[config.mk]
export PLATFORM = sky130hd
export DESIGN_NAME = seq_spotter
export DESIGN_NICKNAME = d
export VERILOG_FILES = /design/src/rtl/seq_spotter_pkg.sv /design/src/rtl/seq_history.sv /design/src/rtl/seq_compare.sv /design/src/rtl/seq_spotter.sv
export SDC_FILE = /design/constraint.sdc
export NUM_CORES = 1
export LEC_CHECK = 0
export CELL_PAD_IN_SITES_DETAIL_PLACEMENT = 1
export CELL_PAD_IN_SITES_GLOBAL_PLACEMENT = 1
export CORE_MARGIN = 2
export CORE_UTILIZATION = 35
export DETAILED_ROUTE_END_ITERATION = 7
export DONT_BUFFER_PORTS = 1
export PLACE_DENSITY = 0.58
export SETUP_SLACK_MARGIN = 0.02
export SKIP_CTS_REPAIR_TIMING = 1
export SLEW_MARGIN = 20
export SYNTH_ARGS = -nofsm -noshare
export SYNTH_HDL_FRONTEND = slang
export SYNTH_SLANG_ARGS = --single-unit
[constraint.sdc]
create_clock -name clk -period 1 [get_ports clk]
set_input_delay 0.1 -clock clk [delete_from_list [all_inputs] [get_ports clk]]
set_output_delay 0.1 -clock clk [all_outputs]
set_load 0.005 [all_outputs]
[src/rtl/seq_spotter_pkg.sv]
package seq_spotter_pkg;

    localparam int CHAR_W = 8;

    typedef logic [CHAR_W-1:0] char_t;

    localparam char_t CH_A    = 8'h41;
    localparam char_t CH_B    = 8'h42;
    localparam char_t CH_NONE = 8'h00;

    // One input beat: strobe plus byte
    typedef struct packed {
        logic  vld;
        char_t data;
    } beat_t;

    // Pick character k of a packed pattern, k = 0 being the newest (LSB byte)
    function automatic char_t pat_byte(input logic [63:0] pat, input int k);
        return pat[k*CHAR_W +: CHAR_W];
    endfunction

endpackage

[src/rtl/seq_history.sv]
module seq_history
    import seq_spotter_pkg::*;
#(
    parameter int DEPTH = 4
) (
    input  logic                    clk,
    input  logic                    rst,
    input  beat_t                   beat,
    output logic [DEPTH-1:0][CHAR_W-1:0] hist_q
);

    // Stage 0 holds the most recently accepted byte, stage DEPTH-1 the oldest
    genvar s;
    generate
        for (s = 0; s < DEPTH; s++) begin : g_stage
            always_ff @(posedge clk) begin
                if (rst) begin
                    hist_q[s] <= CH_NONE;
                end else if (beat.vld) begin
                    if (s == 0) begin
                        hist_q[s] <= beat.data;
                    end else begin
                        hist_q[s] <= hist_q[(s > 0) ? s-1 : 0];
                    end
                end
            end
        end
    endgenerate

endmodule

[src/rtl/seq_compare.sv]
module seq_compare
    import seq_spotter_pkg::*;
#(
    parameter int                      PAT_LEN = 5,
    parameter logic [PAT_LEN*8-1:0]    PATTERN = "ABAAB",
    localparam int                     HDEPTH  = PAT_LEN - 1
) (
    input  char_t                          live,
    input  logic [HDEPTH-1:0][CHAR_W-1:0]  hist,
    output logic [PAT_LEN-1:0]             eq
);

    localparam logic [63:0] PAT_EXT = 64'(PATTERN);

    // Position 0 compares the live byte; position i+1 compares history stage i
    assign eq[0] = (live == pat_byte(PAT_EXT, 0));

    genvar i;
    generate
        for (i = 0; i < HDEPTH; i++) begin : g_cmp
            assign eq[i+1] = (hist[i] == pat_byte(PAT_EXT, i+1));
        end
    endgenerate

endmodule

[src/rtl/seq_spotter.sv]
module seq_spotter
    import seq_spotter_pkg::*;
#(
    parameter int                   PAT_LEN = 5,
    parameter logic [PAT_LEN*8-1:0] PATTERN = "ABAAB"
) (
    input  logic       clk,
    input  logic       rst,
    input  logic       chr_vld,
    input  logic [7:0] chr_data,
    output logic       hit
);

    localparam int HDEPTH = PAT_LEN - 1;

    beat_t                          beat;
    logic [HDEPTH-1:0][CHAR_W-1:0]  hist_q;
    logic [PAT_LEN-1:0]             eq;

    assign beat.vld  = chr_vld;
    assign beat.data = chr_data;

    seq_history #(.DEPTH(HDEPTH)) history_i (
        .clk    (clk),
        .rst    (rst),
        .beat   (beat),
        .hist_q (hist_q)
    );

    seq_compare #(.PAT_LEN(PAT_LEN), .PATTERN(PATTERN)) compare_i (
        .live (chr_data),
        .hist (hist_q),
        .eq   (eq)
    );

    assign hit = beat.vld & (&eq);

endmodule

==> impl_metrics.json <==
{
  "status": "complete, but fails checks",
  "violations": "hold timing, setup timing",
  "rr_worst_depth": 3,
  "p_sw_frac": 0.236,
  "avgSynthCellArea_um2": 10.6,
  "syn_to_final_growth_pct": 31.8,
  "ys_warn_count": 0,
  "grt_max_degree": 34,
  "core.rowCount": 21,
  "largestRegisters": "history_i.hist_q: 32 flops",
  "r2r-start": "history_i.hist_q[8]",
  "fin_ws_ns": -0.576,
  "cts_buffers": 5,
  "combPwrFrac": 0.090,
  "fin_crit_sh": 1.58,
  "drc": 0,
  "top_register": "history_i.hist_q",
  "diodes": 0,
  "slew_headroom": 0.797,
  "die_h_um": 63.8,
  "hold_end": "history_i.hist_q[17]",
  "cts.sinks": 32,
  "fp.dieW_um": 63.8,
  "clk_latency_ns": 0.33,
  "start_util": 0.369,
  "min_path_type": "input port to flop",
  "crit_path_cell_trace": "nor4bb_2, nand3_1, nor4_4",
  "slew_violations": 0,
  "holdWs_ns": -0.0786,
  "slowest_stage": "dfxtp_2",
  "drv_cap": 0,
  "wl_per_cell_um": 14.5,
  "place_ws_ns": -0.191,
  "tritoncts": "built",
  "tightestPinTransition_ns": 0.304,
  "tns_ns": -0.576,
  "cp_num_buf_inv": 0,
  "clk_path_buf_depth": 2,
  "netlist_top_cells_area": "dfxtp_1, mux2i_1, nor2_1, nor4b_2, buf_4",
  "fin_nets": 163,
  "crit_path_end_kind": "output port",
  "ys_seq_elements": 32,
  "initialDrtViolationCount": 18,
  "ios": 12,
  "syn-num-nets": 129,
  "postLayoutCellArea_um2": 1650,
  "synth_cells": 118,
  "ant_nets": 0,
  "crit_path_max_fanout": 2,
  "grt_pass1_wl_mm": 4.93,
  "ys_seq_area_frac": 0.513,
  "holdPathStages": 2,
  "first_pass_iters": 6,
  "htree_levels": 2,
  "placed_area_um2": 1460,
  "synth_cell_types": 16,
  "crit_required_ns": 0.90,
  "worst-setup-path-type": "flop to output port",
  "place_hpwl_mm": 2.03,
  "grt_pass1_vias": 1058,
  "cp-startpoint": "history_i.hist_q[18]",
  "largest_reg_flops": 32,
  "crit_path_max_incr_delay_ns": 0.34,
  "p_int_uw": 1780,
  "start_kind": "flop",
  "clkPwrFrac": 0.337,
  "power_density_nw_per_um2": 1420,
  "grt_usage": 0.159,
  "layout-drive-gt1-share": 0.281,
  "place_congestion": 0.707,
  "synth_area_leader_cell": "dfxtp_1",
  "core_area_um2": 3390,
  "synth_top_area_share": 0.513,
  "fp.dieArea_um2": 4070,
  "syn_area_um2": 1250,
  "fill_cells": 375,
  "root_buffer": "clkbuf_4",
  "skew_ns": 0.0123,
  "arrival_ns": 1.48,
  "antenna_found_initial": 0,
  "share_seq_of_total_power": 0.573,
  "cpLargestDelayFamily": "simple AND/OR/NAND/NOR gates",
  "timing.final.crit_period_ns": 1.58,
  "global_route.overflow_total": 0,
  "dr_total_vias": 953,
  "portBuffers": 0,
  "ir_drop_v": 0.000616,
  "hold_path.startpoint": "chr_vld",
  "power_uw": 2330,
  "r2r_setup_slack_ns": 0.21,
  "p_leak_uw": 0.000756,
  "fmax_ghz": 0.635,
  "p_sw_uw": 552,
  "via_per_inst": 4.79,
  "setup_viol": 1,
  "rsz0062_at_grt": "yes",
  "timing.rr.end": "history_i.hist_q[16]",
  "clkSlewWorstSetupHoldPaths_ns": 0.11,
  "hold_viol": 31,
  "routed_wl_mm": 2.89
}
-- final cells by class --
cell class	instances	area, um^2	area share
Sequential cell	32	643	0.390
Multi-Input combinational cell	79	598	0.363
Tap cell	46	57.6	0.0349
Timing Repair Buffer	34	288	0.175
Clock buffer	6	51.3	0.0311
Clock inverter	2	10.0	0.00607
-- Yosys cell counts, drive strengths merged --
library cell and number:
dfxtp 32, mux2i 32, nor2 32, buf 4
nor4 4, nor4b 4, clkbuf 3, nand3 2
and4b 1, nand2 1, nand4 1, nor3 1
nor4bb 1
-- per-layer routing --
| layer | vias up | GRT usage | share of wire |
|---|---|---|---|
| met4 | 0 | 0.0543 | 0.012 |
| met5 | - | 0 | 0 |
| met3 | 4 | 0.0546 | 0.026 |
| li1 | 474 | - | - |
| met2 | 10 | 0.272 | 0.51 |
| met1 | 465 | 0.184 | 0.45 |
-- stage by stage --
step / util / instances
after floorplan: - / 118
after global placement: 0.432 / 182
after detailed placement: 0.432 / 182
after CTS: 0.450 / 190
after global routing: 0.486 / 199
final: 0.486 / 199
-- cell families (layout without fill, tap and decap cells) --
family	after synthesis	after routing	synth area share
buffers and inverters	7	42	0.0310
flip-flops	32	32	0.513
multiplexers	32	32	0.256
AND/OR/NAND/NOR	47	47	0.200
-- layout by cell type, fill, tap and decap left out, drive strengths merged, types with 2 or more instances in the layout --
cell type / Yosys / layout
dlygate4sd3: 0 / 8
nor2: 32 / 32
buf: 4 / 26
mux2i: 32 / 32
nand3: 2 / 2
clkbuf: 3 / 6
dfxtp: 32 / 32
nor4b: 4 / 4
nor4: 4 / 4
clkinv: 0 / 2
-- worst max-delay path by stage --
stage | to | slack (ns) | cells past startpoint
floorplan | hit | -0.06 | 3
global placement | hit | -0.17 | 3
detailed placement | hit | -0.19 | 3
CTS | hit | -0.59 | 3
global route | hit | -0.67 | 3
finish | hit | -0.58 | 3
-- power groups by stage --
stage	clock (uW)	sequential [uW]	combinational (uW)
floorplan	0	1360	130
global placement	0	1360	150
detailed placement	0	1360	155
CTS	808	1340	156
global route	866	1340	234
finish	787	1340	210
No activity file was read; power rests on OpenSTA's default activity.
